`src/rtl/miss_tracker.sv`:
```
module miss_tracker #(
  parameter int ENTRIES = 4,
  parameter int LINE_W = 26,
  parameter int MAX_WAIT = 4,
  localparam int IDX_W = $clog2(ENTRIES),
  localparam int CNT_W = $clog2(MAX_WAIT + 1)
)(
  input  logic              clk,
  input  logic              rst_n,
  input  logic              req_valid,
  input  logic [LINE_W-1:0] req_line,
  input  logic              req_hit,
  output logic              req_ready,
  output logic              hit_rsp_valid,
  output logic [LINE_W-1:0] hit_rsp_line,
  output logic              mem_req_valid,
  output logic [LINE_W-1:0] mem_req_line,
  output logic [IDX_W-1:0]  mem_req_idx,
  input  logic              fill_valid,
  input  logic [IDX_W-1:0]  fill_idx,
  output logic              fill_rsp_valid,
  output logic [LINE_W-1:0] fill_rsp_line,
  output logic [CNT_W-1:0]  fill_rsp_waiters
);

  logic [ENTRIES-1:0] vld, match;
  logic [LINE_W-1:0]  line_q [ENTRIES];
  logic [CNT_W-1:0]   cnt_q  [ENTRIES];
  logic [IDX_W-1:0]   m_idx, f_idx;
  logic               m_any, f_any;

  for (genvar g = 0; g < ENTRIES; g++) begin : g_cmp
    assign match[g] = vld[g] && (line_q[g] == req_line);
  end

  always_comb begin
    m_idx = '0;
    f_idx = '0;
    m_any = 1'b0;
    f_any = 1'b0;
    for (int i = ENTRIES - 1; i >= 0; i--) begin
      if (match[i]) begin
        m_any = 1'b1;
        m_idx = IDX_W'(i);
      end
      if (!vld[i]) begin
        f_any = 1'b1;
        f_idx = IDX_W'(i);
      end
    end
  end

  wire fill_ok  = fill_valid && vld[fill_idx];
  wire m_busy   = fill_ok && (fill_idx == m_idx);
  wire m_full   = cnt_q[m_idx] == CNT_W'(MAX_WAIT);
  assign req_ready = req_hit || (m_any ? !(m_busy || m_full) : f_any);
  wire acc      = req_valid && req_ready;
  wire do_alloc = acc && !req_hit && !m_any;
  wire do_merge = acc && !req_hit && m_any;

  always_ff @(posedge clk or negedge rst_n) begin
    if (!rst_n) begin
      vld <= '0;
      for (int i = 0; i < ENTRIES; i++) begin
        line_q[i] <= '0;
        cnt_q[i]  <= '0;
      end
    end else begin
      for (int i = 0; i < ENTRIES; i++) begin
        if (fill_ok && fill_idx == IDX_W'(i)) vld[i] <= 1'b0;
        if (do_alloc && f_idx == IDX_W'(i)) begin
          vld[i]    <= 1'b1;
          line_q[i] <= req_line;
          cnt_q[i]  <= CNT_W'(1);
        end
        if (do_merge && m_idx == IDX_W'(i)) cnt_q[i] <= cnt_q[i] + 1'b1;
      end
    end
  end

  always_ff @(posedge clk or negedge rst_n) begin
    if (!rst_n) begin
      hit_rsp_valid    <= 1'b0;
      hit_rsp_line     <= '0;
      mem_req_valid    <= 1'b0;
      mem_req_line     <= '0;
      mem_req_idx      <= '0;
      fill_rsp_valid   <= 1'b0;
      fill_rsp_line    <= '0;
      fill_rsp_waiters <= '0;
    end else begin
      hit_rsp_valid    <= acc && req_hit;
      hit_rsp_line     <= req_line;
      mem_req_valid    <= do_alloc;
      mem_req_line     <= req_line;
      mem_req_idx      <= f_idx;
      fill_rsp_valid   <= fill_ok;
      fill_rsp_line    <= line_q[fill_idx];
      fill_rsp_waiters <= cnt_q[fill_idx];
    end
  end


  hit_no_fetch_chk: assert property (@(posedge clk) disable iff (!rst_n)
    hit_rsp_valid |-> !mem_req_valid);


  fetch_entry_held_chk: assert property (@(posedge clk) disable iff (!rst_n)
    mem_req_valid |-> (vld[mem_req_idx] && line_q[mem_req_idx] == mem_req_line));


  full_no_fetch_chk: assert property (@(posedge clk) disable iff (!rst_n)
    (req_valid && !req_hit && (&vld) && !(|match)) |=> !mem_req_valid);


  fill_frees_chk: assert property (@(posedge clk) disable iff (!rst_n)
    (fill_valid && vld[fill_idx]) |=> (fill_rsp_valid && !vld[$past(fill_idx)]));


  fill_has_waiter_chk: assert property (@(posedge clk) disable iff (!rst_n)
    fill_rsp_valid |-> (fill_rsp_waiters != '0));


  idle_fill_quiet_chk: assert property (@(posedge clk) disable iff (!rst_n)
    (fill_valid && !vld[fill_idx]) |=> !fill_rsp_valid);

endmodule

```
`config.mk`:
```
export PLATFORM = sky130hd
export DESIGN_NAME = miss_tracker
export DESIGN_NICKNAME = d
export VERILOG_FILES = /design/src/rtl/miss_tracker.sv
export SDC_FILE = /design/constraint.sdc
export NUM_CORES = 1
export LEC_CHECK = 0
export BUFFER_PORTS_ARGS = -buffer_cell sky130_fd_sc_hd__buf_2
export CORE_ASPECT_RATIO = 1.5
export CORE_MARGIN = 2
export CORE_UTILIZATION = 29
export CTS_BUF_LIST = sky130_fd_sc_hd__clkbuf_8
export DETAILED_ROUTE_END_ITERATION = 7
export PLACE_DENSITY_LB_ADDON = 0.3
export RECOVER_POWER = 25
export SLEW_MARGIN = 20
export SYNTH_ARGS = -nofsm -noshare
export SYNTH_HDL_FRONTEND = slang
export SYNTH_SLANG_ARGS = --single-unit
```
`constraint.sdc`:
```
create_clock -name clk -period 7.3 [get_ports clk]
set_clock_uncertainty 0.05 [all_clocks]
set_input_delay 1.46 -clock clk [delete_from_list [all_inputs] [get_ports clk]]
set_output_delay 1.46 -clock clk [all_outputs]
set_load 0.05 [all_outputs]
```
Yosys cells after proc, flatten, opt, wreduce, memory -nomap -nowiden
Index checks and enable logic that the tools add are counted.
{"block": "op_classes", "n_eq_ne": 15, "order_cmp": 3, "n_addsub": 4, "muxes": 44, "n_shift": 0, "div": 0, "bitwise": 2, "mul": 0, "n_reduce_logical": 39}
{"cell": "equality test 26 bit", "count": 4}
{"cell": "binary-select mux 26 bit (select 2 bit)", "count": 1}
{"cell": "2-to-1 mux 26 bit", "count": 2}
{"cell": "2-to-1 mux 3 bit", "count": 12}
{"cell": "logical AND 1 bit", "count": 23}
{"cell": "2-to-1 mux 1 bit", "count": 18}
{"cell": "2-to-1 mux 2 bit", "count": 8}
{"cell": "nonzero test 2 bit", "count": 8}
{"cell": "adder 3 x 1 -> 3 bit, second input constant", "count": 4}
{"cell": "binary-select mux 3 bit (select 2 bit)", "count": 2}
{"cell": "equality test 2 bit, second input constant", "count": 6}
{"cell": "equality test 2 x 1 -> 1 bit, second input constant", "count": 3}
{"cell": "greater-or-equal comparator 3 bit, second input constant", "count": 2}
{"cell": "zero test 2 bit", "count": 3}
{"cell": "NOT 2 -> 3 bit", "count": 2}
{"cell": "equality test 3 bit, second input constant", "count": 1}
{"cell": "zero test 1 bit", "count": 3}
{"cell": "< comparator 2 x 3 -> 1 bit, second input constant", "count": 1}
{"cell": "binary-select mux 1 bit (select 2 bit)", "count": 1}
{"cell": "equality test 2 bit", "count": 1}
{"cell": "logical OR 1 bit", "count": 2}
{"block": "word_totals", "word_cells": 126, "mem_bits_ro": 0, "output_inout_bits": 87, "ramBits": 0, "in_bits": 33, "register_bits": 180, "n_memories": 0, "latch_bits": 0}

Logic depth before layout (Yosys ltp)
{"block": "depth", "ltp_word": 21, "mapped_depth": 11, "ltp_nobuf": 8}

Worst setup path after synthesis
Ideal clock, no wire load.
{"block": "synth_path", "path_type": "in2out", "startpoint": "input port req_line[20]", "endpoint": "output port req_ready", "n_path_buf": 1, "slack_ps": 1896, "required_ps": 5790, "path_stages": 9, "t_arrival_ps": 3894, "cell_sequence": "buf_2 > xor2_1 > or4_1 > nor4_2 > nand2_1 > o2111a_1 > o2111ai_1 > a21oi_1 > nor2_1"}
{"block": "synth_via", "elab_chain_len": 15, "elab_cells_between_ends": 27, "cone_classes": "6 x eq/ne; 12 x mux; 1 x bitwise; 8 x reduce/logical"}
{"element": "start, declared", "line_no": "11", "text": "input logic [LINE_W-1:0] req_line,"}
{"element": "equality test 26 bit", "line_no": "33", "text": "assign match[g] = vld[g] && (line_q[g] == req_line);"}
{"element": "logical AND 1 bit", "line_no": "33"}
{"element": "2-to-1 mux 2 bit (4 in a row)", "line_no": "42", "text": "if (match[i]) begin"}
{"element": "NOT 2 -> 3 bit (implied by the code)", "line_no": "55", "text": "wire m_full = cnt_q[m_idx] == CNT_W'(MAX_WAIT);"}
{"element": "binary-select mux 3 bit (select 2 bit)", "line_no": "55"}
{"element": "2-to-1 mux 3 bit (implied by the code) (2 in a row)", "line_no": "55"}
{"element": "equality test 3 bit", "line_no": "55"}
{"element": "logical OR 1 bit", "line_no": "56", "text": "assign req_ready = req_hit || (m_any ? !(m_busy || m_full) : f_any);"}
{"element": "zero test 1 bit", "line_no": "56"}
{"element": "2-to-1 mux 1 bit (*)", "line_no": "56"}
{"element": "logical OR 1 bit (*)", "line_no": "56"}
{"element": "end, declared", "line_no": "13", "text": "output logic req_ready,"}
Mark *: on every way between the ends. The rest lies on a longest branch, timed or not. The select of a mux whose other input is x is not followed.

Final worst setup path
{"block": "layout_path", "startpoint": "input port req_line[17]", "endpoint": "output port req_ready"}
Same word-level chain as after synthesis.

==> flow_summary.ini <==
[sta]
post-route-min-period_ns = 6.00
fmax_mhz = 167
relSlewSlack_pct = 33.1
hold_violations = 0
whs_ns = 0.507
worst_pin_slew_ns = 1.00
finalCritPeriodShare_pct = 82.2
rsz0062_at_grt = no
setup-tns-final_ns = 0
finalSetupViolations = 0
drv_slew = 0

[die]
start_util_pct = 29.6
fp.dieW_um = 150
die_y_um = 222
ios = 120
die-area_mm2 = 0.0332
row_count = 79
core-area_mm2 = 0.0311

[routing]
ant_nets = 0
drtIter0Drc = 335
vias = 5911
drt_pre_antenna_iters = 5
finalWirelength_um = 25700
wl_per_cell_um = 21.5
drc = 0
viasPerCell = 4.96

[synthesis]
synth_edf_count = 0
synth-compound-area-share_pct = 3.36
synth_seq_cells = 180
synth-xor-area-share_pct = 10.4
synthesis.nets = 742
avgSynthCellArea_um2 = 13.1
synth_top_area_share_pct = 48.9
muxShareOfSynthArea_pct = 21.7
yosysTopAreaCell = dfrtp_1
yosys_warnings = 0
synthCells = 705
synth_sequential_area_ratio_pct = 48.9
ys_types = 67
ys.flop_type = dfrtp_1
ys_async_sr_fraction_pct = 100
syn_area_mm2 = 0.00921
synth-simple-area-share_pct = 10.0
synth_adder_area_share_pct = 0.543
synth_top_family_by_area = multiplexers
synthTopCellsByArea = dfrtp_1 (49%), mux2_2 (13%), xnor2_1 (8.2%), mux4_2 (7.3%), nand4_1 (2.8%)

[setup_path]
rr_startpoint = line_q[32]
arrival_ns = 4.49
end_kind = output port
r2r-end = line_q[66]
cp.required_ns = 5.79
r2r_cells = 7
timing_worst_setup_path_type = in2out
critical_path.max_fanout = 9
r2r_setup_slack_ns = 3.49
crit_path_start_kind = primary input

[cells_and_area]
synthToLayoutAreaGrowth_pct = 11.3
nNetsFinal = 813
final_cell_mix = dfrtp_1 (180), mux2_2 (108), buf_2 (91)
final_common_cell = dfrtp_1
post-route-util_pct = 32.9
drive_gt1_share_pct = 37.2

[clocking]
cts_hold_buf = 0
cts_tree = yes
cts_buffers = 17
cts.sinks = 180
postCtsSetupBuffers = 0
clk_latency_ns = 0.50
clk_path_buf_depth = 2
htree_levels = 4
cts_resized = 0
cts_root_buf = clkbuf_8
path_clk_slew_ns = 0.08

[hold_path]
hold_path_end = line_q[34]
min-delay-start = line_q[34]
min_path_type = reg2reg
min_path_cells = 1

[global_route]
grt_antenna_before_repair = 1
grt-ovfl-total = 0
grt.total_usage_pct = 16.0
grt_pass1_vias = 6081
grt_max_degree = 112
grt_pass1_wl_um = 38900

[power_and_ir_drop]
combPwrFrac_pct = 40.6
clockPowerShare_pct = 16.5
vdd_ir_drop_max_uv = 147
power.density_mw_per_mm2 = 378
seq_power_share_pct = 43.0
sw_frac_of_total_pct = 41.8
power_switching_mw = 1.62
p_int_mw = 2.26
power_leakage_nw = 4.12

[placement]
place_congestion = 0.940
hpwlAfterDp_um = 18700
numPortBuffers = 119

[flow_run]
cap_violations = 0

[run_status]
status = completed
## routing by layer
layer | track usage (%) | share of wire [%] | vias to the layer above
li1 | - | - | 2665
met1 | 18.4 | 40 | 3038
met2 | 28.1 | 53 | 151
met3 | 2.73 | 3.1 | 57
met4 | 7.93 | 4.5 | 0
met5 | 0 | 0 | -
## worst max-delay path by stage
stage / depth (start not counted) / startpoint / to / slack (ns)
5_1_grt: 9 / req_line[23] / req_ready / 1.15
3_3_place_gp: 10 / req_line[2] / req_ready / 1.59
6_report: 9 / req_line[17] / req_ready / 1.30
4_1_cts: 9 / req_line[6] / req_ready / 1.57
2_1_floorplan: 9 / req_line[20] / req_ready / 1.90
3_5_place_dp: 9 / req_line[6] / req_ready / 1.58
## logic make-up after synthesis
kind of cell / count (synthesis)
flip-flops: 180
adder cells (fa/ha/maj): 4
AO/OA/AOI/OAI: 38
buffers and inverters: 78
multiplexers: 148
XOR/XNOR: 109
AND/OR/NAND/NOR: 148
## critical path: stages
cell and delay, ns:
clkbuf_1 0.21, xnor2_1 0.52, nand4_1 0.25, nor4_1 0.78, o2111ai_1 0.28, a221oi_2 0.44, o211a_4 0.26, nor2_1 0.07
buf_2 0.21
## sequential cells by signal, summed over array words and instances (netlist names)
name and count:
cnt_q 12, fill_rsp_line 26, fill_rsp_valid 1, fill_rsp_waiters 3, hit_rsp_valid 1, line_q 104, mem_req_idx 2, mem_req_line 26
mem_req_valid 1, vld 4
## power groups by stage
stage	registers, mW	clock network (mW)	logic [mW]
floorplan	1.91	0	0.838
global placement	1.67	0	1.57
detailed placement	1.69	0	1.58
CTS	1.67	0.676	1.59
global route	1.72	0.709	1.64
finish	1.67	0.638	1.57
## through the flow
step                      total power, mW  cells  worst slack, ns  cell area, um^2
final                                3.87   1192             1.30            10300
after global routing                 4.07   1192             1.15            10300
after CTS                            3.93   1191             1.57            10300
after detailed placement             3.27   1162             1.58             9930
after global placement               3.25   1162             1.59             9930
after floorplan                      2.75    705             1.90             9210
## cell type report
cell class                      count  area, um^2
Tap cell                          405         507
Timing Repair Buffer              126         623
Clock buffer                       19         262
Clock inverter                     10        87.6
Sequential cell                   180        4500
Fill cell                        3114       20900
Inverter                            4        15.0
Antenna cell                        1        2.50
Multi-Input combinational cell    447        4250
## cells in the mapped netlist, types with 7 or more instances
master	count
dfrtp_1	180
nor4_1	11
nand2_1	19
nor2_1	13
mux2i_1	9
xor2_1	22
buf_4	26
buf_2	24
nand4_1	41
nand3_1	8
xnor2_1	86
mux2_2	108
clkbuf_1	14
nor2b_1	7
mux4_2	30
No activity file was read; power rests on OpenSTA's default activity.
